$ cat config.mk
export PLATFORM = sky130hd
export DESIGN_NAME = irq_chain_top
export DESIGN_NICKNAME = d
export VERILOG_FILES = /design/src/rtl/irq_chain_pkg.sv /design/src/rtl/irq_cell.sv /design/src/rtl/irq_chain_dp.sv /design/src/rtl/irq_ack_ctrl.sv /design/src/rtl/irq_chain_top.sv
export SDC_FILE = /design/constraint.sdc
export NUM_CORES = 1
export LEC_CHECK = 0
export BUFFER_PORTS_ARGS = -buffer_cell sky130_fd_sc_hd__buf_2
export CELL_PAD_IN_SITES_DETAIL_PLACEMENT = 0
export CELL_PAD_IN_SITES_GLOBAL_PLACEMENT = 1
export CORE_MARGIN = 3
export CORE_UTILIZATION = 23
export DETAILED_ROUTE_END_ITERATION = 8
export PLACE_DENSITY_LB_ADDON = 0.1
export SLEW_MARGIN = 10
export SYNTH_ARGS = -nofsm -noshare
export SYNTH_HDL_FRONTEND = slang
export SYNTH_SLANG_ARGS = --single-unit
$ cat constraint.sdc
create_clock -name clk -period 1.75 [get_ports clk]
set_input_delay 0 -clock clk [delete_from_list [all_inputs] [get_ports clk]]
set_output_delay 0 -clock clk [all_outputs]
set_load 0.01 [all_outputs]
$ cat src/rtl/irq_chain_pkg.sv
package irq_chain_pkg;

  typedef enum logic [1:0] {
    CTL_IDLE = 2'd0,
    CTL_ACK  = 2'd1,
    CTL_GAP  = 2'd2
  } ctlStateT;

  typedef struct packed {
    logic ackLevel;
  } ctlStrobeT;

endpackage

$ cat src/rtl/irq_cell.sv
module irq_cell (
  input  logic clk,
  input  logic rstN,
  input  logic srcPulse,
  input  logic ackIn,
  output logic ackOut,
  output logic reqDrvN,
  output logic captured
);

  logic pendQ;
  logic capQ;
  logic ackInQ;
  logic ackRise;
  logic grab;
  logic dropCap;

  // capture is decided only on a rising acknowledge at this cell's input
  assign ackRise = ackIn & ~ackInQ;
  assign grab    = pendQ & ackRise;
  assign dropCap = capQ & ~ackIn;

  assign ackOut   = ackIn & ~capQ & ~grab;
  assign reqDrvN  = ~pendQ;
  assign captured = capQ;

  always_ff @(posedge clk) begin
    if (!rstN) begin
      pendQ  <= 1'b0;
      capQ   <= 1'b0;
      ackInQ <= 1'b0;
    end else begin
      ackInQ <= ackIn;
      capQ   <= grab | (capQ & ~dropCap);
      pendQ  <= srcPulse | (pendQ & ~dropCap);
    end
  end

endmodule

$ cat src/rtl/irq_chain_dp.sv
module irq_chain_dp
  import irq_chain_pkg::*;
#(
  parameter int NUM_CELLS = 8
) (
  input  logic                 clk,
  input  logic                 rstN,
  input  ctlStrobeT            strobe,
  input  logic [NUM_CELLS-1:0] srcReq,
  output logic                 reqLineN,
  output logic [NUM_CELLS-1:0] capturedStatus,
  output logic                 chainEndAck
);

  localparam int LINKS = NUM_CELLS + 1;

  logic [LINKS-1:0]     ackLink;
  logic [NUM_CELLS-1:0] drvN;

  assign ackLink[0] = strobe.ackLevel;

  for (genvar i = 0; i < NUM_CELLS; i++) begin : g_cell
    irq_cell u_cell (
      .clk      (clk),
      .rstN     (rstN),
      .srcPulse (srcReq[i]),
      .ackIn    (ackLink[i]),
      .ackOut   (ackLink[i+1]),
      .reqDrvN  (drvN[i]),
      .captured (capturedStatus[i])
    );
  end

  // open-drain wired-OR of active-low drives
  assign reqLineN    = &drvN;
  assign chainEndAck = ackLink[LINKS-1];

endmodule

$ cat src/rtl/irq_ack_ctrl.sv
module irq_ack_ctrl
  import irq_chain_pkg::*;
(
  input  logic      clk,
  input  logic      rstN,
  input  logic      reqLineN,
  input  logic      swClear,
  output ctlStrobeT strobe
);

  ctlStateT stateQ;
  ctlStateT stateD;

  always_comb begin
    stateD = stateQ;
    unique case (stateQ)
      CTL_IDLE: if (!reqLineN) stateD = CTL_ACK;
      CTL_ACK:  if (swClear)   stateD = CTL_GAP;
      CTL_GAP:                 stateD = CTL_IDLE;
      default:                 stateD = CTL_IDLE;
    endcase
  end

  always_ff @(posedge clk) begin
    if (!rstN) stateQ <= CTL_IDLE;
    else       stateQ <= stateD;
  end

  assign strobe.ackLevel = (stateQ == CTL_ACK);

endmodule

$ cat src/rtl/irq_chain_top.sv
module irq_chain_top
  import irq_chain_pkg::*;
#(
  parameter int NUM_CELLS = 8
) (
  input  logic                 clk,
  input  logic                 rstN,
  input  logic [NUM_CELLS-1:0] srcReq,
  input  logic                 swClear,
  output logic                 reqLineN,
  output logic                 ackOut,
  output logic [NUM_CELLS-1:0] capturedStatus,
  output logic                 chainEndAck
);

  ctlStrobeT strobe;

  irq_ack_ctrl u_ctrl (
    .clk      (clk),
    .rstN     (rstN),
    .reqLineN (reqLineN),
    .swClear  (swClear),
    .strobe   (strobe)
  );

  irq_chain_dp #(.NUM_CELLS(NUM_CELLS)) u_dp (
    .clk            (clk),
    .rstN           (rstN),
    .strobe         (strobe),
    .srcReq         (srcReq),
    .reqLineN       (reqLineN),
    .capturedStatus (capturedStatus),
    .chainEndAck    (chainEndAck)
  );

  assign ackOut = strobe.ackLevel;

endmodule

* Word level (Yosys, flattened, before mapping)
Index checks and enable logic that the tools add are counted.
** Word-level totals
- Bits in registers :: 26
- Input bits :: 11
- Output and inout port bits :: 11
- Logic and storage cells :: 154
** Cells by class
- Equal/unequal tests :: 3
- Multiplexer cells :: 3
- Bitwise operators :: 120
- Reduce and logical (&&, ||, !) cells :: 3
** Operator list (count)
- bitwise AND 1 bit :: 56
- inverter 1 bit :: 48
- bitwise OR 1 bit :: 16
- AND reduction 8 bit :: 1
- 2-to-1 mux 2 bit :: 2
- != test 2 bit, second input constant :: 2
- case mux 2 bit (2 select lines) :: 1
- equality test 2 x 1 -> 1 bit, second input constant :: 1
- zero test 2 bit :: 1
- AND reduction 2 bit :: 1

* Longest topological paths before layout
- Depth in word-level cells :: 34
- Mapped depth :: 5
- Depth with buffers taken out :: 4

* Hierarchy
Synthesis repeated with hierarchy kept, for this count alone.
** Unflattened totals
- Cell total of the unflattened synthesis :: 99
- Area total of the unflattened synthesis :: 1061.0 um^2
** Modules (own cells, without submodules)
- irq_cell :: times used 8, cells each 11, area an instance 121.4 um^2
- irq_ack_ctrl :: times used 1, cells each 8, area an instance 73.8 um^2
- irq_chain_dp :: times used 1, cells each 3, area an instance 16.3 um^2

* Worst setup path after synthesis
Ideal clock, no wire load.
- Kind :: reg2out
- Start point :: register u_dp.g_cell[1].u_cell.pendQ
- End point :: output port chainEndAck
- Data arrival time :: 1.385 ns
- Required time :: 1.750 ns
- Path slack :: 0.365 ns
- Stages on the path, launching flop included :: 5
- Buffers on the path :: 0
- Cell sequence :: dfxtp_1 nor2b_4 a2111oi_4 nand2_1 nor4_1
** Between the ends
- Word-level cells in the longest chain between the ends :: 27
- Elaborated cells on any way between the ends :: 33
** RTL lines
- start: declaration :: RTL line irq_cell.sv:11 : logic pendQ;
- start signal: assignment :: RTL line irq_cell.sv:35 : pendQ <= srcPulse | (pendQ & ~dropCap);
- bitwise AND 1 bit (*) :: RTL line irq_cell.sv:20 : assign grab = pendQ & ackRise;
- inverter 1 bit (*) :: RTL line irq_cell.sv:23 : assign ackOut = ackIn & ~capQ & ~grab;
- bitwise AND 1 bit (*) :: RTL line irq_cell.sv:23
- bitwise AND 1 bit :: RTL line irq_cell.sv:19 : assign ackRise = ackIn & ~ackInQ;
- bitwise AND 1 bit :: RTL line irq_cell.sv:20
- inverter 1 bit :: RTL line irq_cell.sv:23
- bitwise AND 1 bit (*) :: RTL line irq_cell.sv:23
- bitwise AND 1 bit :: RTL line irq_cell.sv:19
- (+11 left out)
- bitwise AND 1 bit :: RTL line irq_cell.sv:19
- bitwise AND 1 bit :: RTL line irq_cell.sv:20
- inverter 1 bit :: RTL line irq_cell.sv:23
- bitwise AND 1 bit (*) :: RTL line irq_cell.sv:23
- bitwise AND 1 bit :: RTL line irq_cell.sv:19
- bitwise AND 1 bit :: RTL line irq_cell.sv:20
- inverter 1 bit :: RTL line irq_cell.sv:23
- bitwise AND 1 bit (*) :: RTL line irq_cell.sv:23
- end: declaration :: RTL line irq_chain_top.sv:13 : output logic chainEndAck
Every way passes the cells marked *; elsewhere a longest branch is shown, timed or not.

* Worst setup path in the final report
- Start point :: register u_dp.g_cell[4].u_cell.pendQ
- End point :: output port chainEndAck
** Between the ends
- Word-level cells in the longest chain between the ends :: 15
- Elaborated cells on any way between the ends :: 18
** RTL lines (RTL line)
- start: declaration :: irq_cell.sv:11
- start signal: assignment :: irq_cell.sv:35
- bitwise AND 1 bit (*) :: irq_cell.sv:20
- inverter 1 bit (*) :: irq_cell.sv:23
- bitwise AND 1 bit (*) :: irq_cell.sv:23
- bitwise AND 1 bit :: irq_cell.sv:19
- bitwise AND 1 bit :: irq_cell.sv:20
- inverter 1 bit :: irq_cell.sv:23
- bitwise AND 1 bit (*) :: irq_cell.sv:23
- bitwise AND 1 bit :: irq_cell.sv:19
- bitwise AND 1 bit :: irq_cell.sv:20
- inverter 1 bit :: irq_cell.sv:23
- bitwise AND 1 bit (*) :: irq_cell.sv:23
- bitwise AND 1 bit :: irq_cell.sv:19
- bitwise AND 1 bit :: irq_cell.sv:20
- inverter 1 bit :: irq_cell.sv:23
- bitwise AND 1 bit (*) :: irq_cell.sv:23
Marked as above.

==> impl_metrics.env <==
export IMPL_hold_path_sink="u_dp.g_cell[5].u_cell.pendQ"
export IMPL_synth_avg_cell_area_um2=9.42
export IMPL_synth_seq_area_share=0.480
export IMPL_power_ir_vdd_worst_mv=0.386
export IMPL_cp_data_arrival_time_ns=1.62
export IMPL_dieArea_um2=5570
export IMPL_syn_area_um2=1080
export IMPL_grt_remaining_overflow=0
export IMPL_fin_total_pwr_mw=1.21
export IMPL_area_growth_synth_to_final_pct=25.3
export IMPL_clockBufferDepth=2
export IMPL_grt_max_degree=15
export IMPL_grt_setup_unrepaired="false"
export IMPL_worstHoldPathType="input port to register"
export IMPL_cp_max_fo=6
export IMPL_global_route_wire_length_before_repair_mm=3.88
export IMPL_setup_tns_ns=0
export IMPL_synthDistinctLibCells=31
export IMPL_boundaryPins=22
export IMPL_cellPowerDensity_nw_per_um2=889
export IMPL_yosys_warnings=0
export IMPL_start_kind="register"
export IMPL_timing_hold_worst_path_depth=3
export IMPL_finish_cell_count_without_fillers=194
export IMPL_critical_path_buf_inv_count=1
export IMPL_numClockSinks=26
export IMPL_cts_inserted_buffers=3
export IMPL_postSynthCellCount=115
export IMPL_reg2reg_slack_ns=0.40
export IMPL_setup_viol=0
export IMPL_core_area_um2=4440
export IMPL_leakagePower_nw=0.619
export IMPL_tritoncts="yes"
export IMPL_relSlewSlack=0.705
export IMPL_placementRows=24
export IMPL_final_layout_size_suffix_gt1_frac=0.268
export IMPL_root_buffer="sky130_fd_sc_hd__clkbuf_8"
export IMPL_drv_slew=0
export IMPL_detail_route_wirelength_mm=2.27
export IMPL_initial_cell_density_of_the_core=0.244
export IMPL_r2r_end="u_dp.g_cell[7].u_cell.captured"
export IMPL_place_hpwl_mm=1.76
export IMPL_yosys_top_cell_by_area="sky130_fd_sc_hd__dfxtp_1"
export IMPL_drc_errors=0
export IMPL_timing_hold_worst_start="rstN"
export IMPL_total_routing_usage_gr=0.0942
export IMPL_layout_commonest_cell="sky130_fd_sc_hd__dfxtp_1"
export IMPL_gp_congestion=0.715
export IMPL_run_status="finished clean"
export IMPL_worstReg2RegStart="u_dp.g_cell[0].u_cell.pendQ"
export IMPL_die_height_um=74.6
export IMPL_critical_path_slowest_cell="sky130_fd_sc_hd__a2111oi_4"
export IMPL_cts_htree_levels=1
export IMPL_vias=845
export IMPL_critPathMaxStageDelay_ns=0.51
export IMPL_route_layer_met1_wl_mm=1.06
export IMPL_cp_required_ns=1.75
export IMPL_met3WireLength_um=115
export IMPL_maxCapViolations=0
export IMPL_timing_critical_path_to_type="output port"
export IMPL_worstMarginPinSlew_ns=0.443
export IMPL_crit_family="compound AO/OA/AOI/OAI gates"
export IMPL_fin_hold_ws_ns=0.0711
export IMPL_final_hold_viol_count=0
export IMPL_antenna_violations_before_repair=0
export IMPL_diodes=0
export IMPL_pre_cts_slack_ns=0.323
export IMPL_die_x_um=74.6
export IMPL_setup_worst_path_class="register to output port"
export IMPL_routed_wl_met2_mm=1.07
export IMPL_setup_ws_ns=0.131
export IMPL_fin_skew_ns=0.00304
export IMPL_top_post_synthesis_cells_by_area="sky130_fd_sc_hd__dfxtp_1, sky130_fd_sc_hd__buf_4, sky130_fd_sc_hd__a2111oi_4, sky130_fd_sc_hd__inv_1, sky130_fd_sc_hd__nor2_1"
export IMPL_final_antenna_net_count=0
export IMPL_crit_path_cell_trace="a2111oi_4 -> nand2_1 -> nor4_1 -> buf_2"
export IMPL_place_inst=181
export IMPL_detail_route_wl_per_cell_um=11.7
export IMPL_routed_top_layer="met4"
export IMPL_most_common_layout_cells="sky130_fd_sc_hd__dfxtp_1, sky130_fd_sc_hd__buf_2, sky130_fd_sc_hd__inv_1, sky130_fd_sc_hd__nor2_1, sky130_fd_sc_hd__dlygate4sd3_1"
export IMPL_r2r_cell_count=4
export IMPL_highest_clock_frequency_the_design_can_meet_ghz=0.618
export IMPL_period_share=0.925
export IMPL_postSynthNetCount=126
export IMPL_final_net_count=154
export IMPL_buffer_ports_inserted=21
export IMPL_post_dr_vias_cell=4.36
export IMPL_period_needed_ns=1.62
export IMPL_grt_pass1_vias=838
export IMPL_synth_ff_latch_count=26
export IMPL_first_drt_pass_iteration_count=4
export IMPL_worst_skew_pair_late_latency_ns=0.27
export IMPL_detail_route_iter0_violations=31
export IMPL_worst_setup_hold_path_clk_slew_ns=0.09
export IMPL_synth_largest_type_area_fraction=0.480
## worst max path at each step
stage	cells past startpoint	endpoint	from	slack, ns
after floorplan	4	chainEndAck	u_dp.g_cell[1].u_cell.pendQ	0.37
after global placement	4	u_dp.g_cell[7].u_cell.ackInQ	u_dp.g_cell[3].u_cell.pendQ	0.31
after detailed placement	5	chainEndAck	u_dp.g_cell[6].u_cell.pendQ	0.32
after CTS	5	chainEndAck	u_dp.g_cell[6].u_cell.pendQ	0.008
after global routing	5	chainEndAck	u_ctrl.stateQ[1]	0.01
final	4	chainEndAck	u_dp.g_cell[4].u_cell.pendQ	0.13
## where the power goes
group          internal (mW)  switching [mW]  total, mW
sequential             0.620          0.0253      0.646
clock                  0.201           0.191      0.393
combinational         0.0833          0.0851      0.168
## per-layer routing
layer	track usage	vias to the layer above
li1	-	440
met1	0.115	385
met2	0.160	18
met3	0.0280	2
met4	0.0296	0
met5	0	-
## worst min-delay path: cells and delay by family
family,cells,cell delay [ns]
buf+inv,1,0.17
compound gates,2,0.13
## logic make-up after synthesis
logic type             synth area share
and+or+nand+nor                   0.243
DFF                               0.480
AOI/OAI and AO/OA                 0.170
buffers and inverters             0.107
## sequential cells by signal, indices dropped and copies added, names as in the netlist
register and flops:
u_ctrl.stateQ 2, u_dp.g_cell.u_cell.ackInQ 8, u_dp.g_cell.u_cell.captured 8, u_dp.g_cell.u_cell.pendQ 8
## cells in the mapped netlist
cell,number
sky130_fd_sc_hd__and2_1,1
sky130_fd_sc_hd__a2111oi_4,2
sky130_fd_sc_hd__nand4_2,1
sky130_fd_sc_hd__a31oi_1,4
sky130_fd_sc_hd__nor2b_1,6
sky130_fd_sc_hd__buf_4,9
sky130_fd_sc_hd__o211a_1,1
sky130_fd_sc_hd__a21oi_1,5
sky130_fd_sc_hd__or2_2,1
sky130_fd_sc_hd__o21ai_1,1
sky130_fd_sc_hd__a21boi_0,1
sky130_fd_sc_hd__or4_1,2
sky130_fd_sc_hd__nand3b_1,1
sky130_fd_sc_hd__a2111oi_1,1
sky130_fd_sc_hd__nor2b_4,1
sky130_fd_sc_hd__and3_1,2
sky130_fd_sc_hd__nor3_2,3
sky130_fd_sc_hd__nor4_1,1
sky130_fd_sc_hd__o21ai_0,6
sky130_fd_sc_hd__inv_1,13
sky130_fd_sc_hd__nand2b_1,1
sky130_fd_sc_hd__o31ai_1,1
sky130_fd_sc_hd__nand3_1,2
sky130_fd_sc_hd__dfxtp_1,26
sky130_fd_sc_hd__nand4_1,1
sky130_fd_sc_hd__nor2_1,12
sky130_fd_sc_hd__nor3_1,2
sky130_fd_sc_hd__a2111oi_0,1
sky130_fd_sc_hd__nor3b_2,1
sky130_fd_sc_hd__nand2_2,1
sky130_fd_sc_hd__nand2_1,5
## per-stage QoR
step,cell area (um^2),util
global placement,1200,0.270
floorplan,1080,-
detailed placement,1200,0.270
CTS,1350,0.303
finish,1360,0.305
global route,1360,0.305
## final cells by class
type	instances	area, um^2
Fill cell	476	3090
Multi-Input combinational cell	67	458
Sequential cell	26	520
Timing Repair Buffer	32	210
Clock buffer	4	55.1
Tap cell	52	65.1
Inverter	13	48.8
## timing repair
action,in CTS,in global routing
endpoints found under the setup margin,0,1
gates resized for setup,0,2
hold buffers,9,0
setup buffers,0,0
hold endpoints to repair,10,0
(Power assumes the default switching activity.)
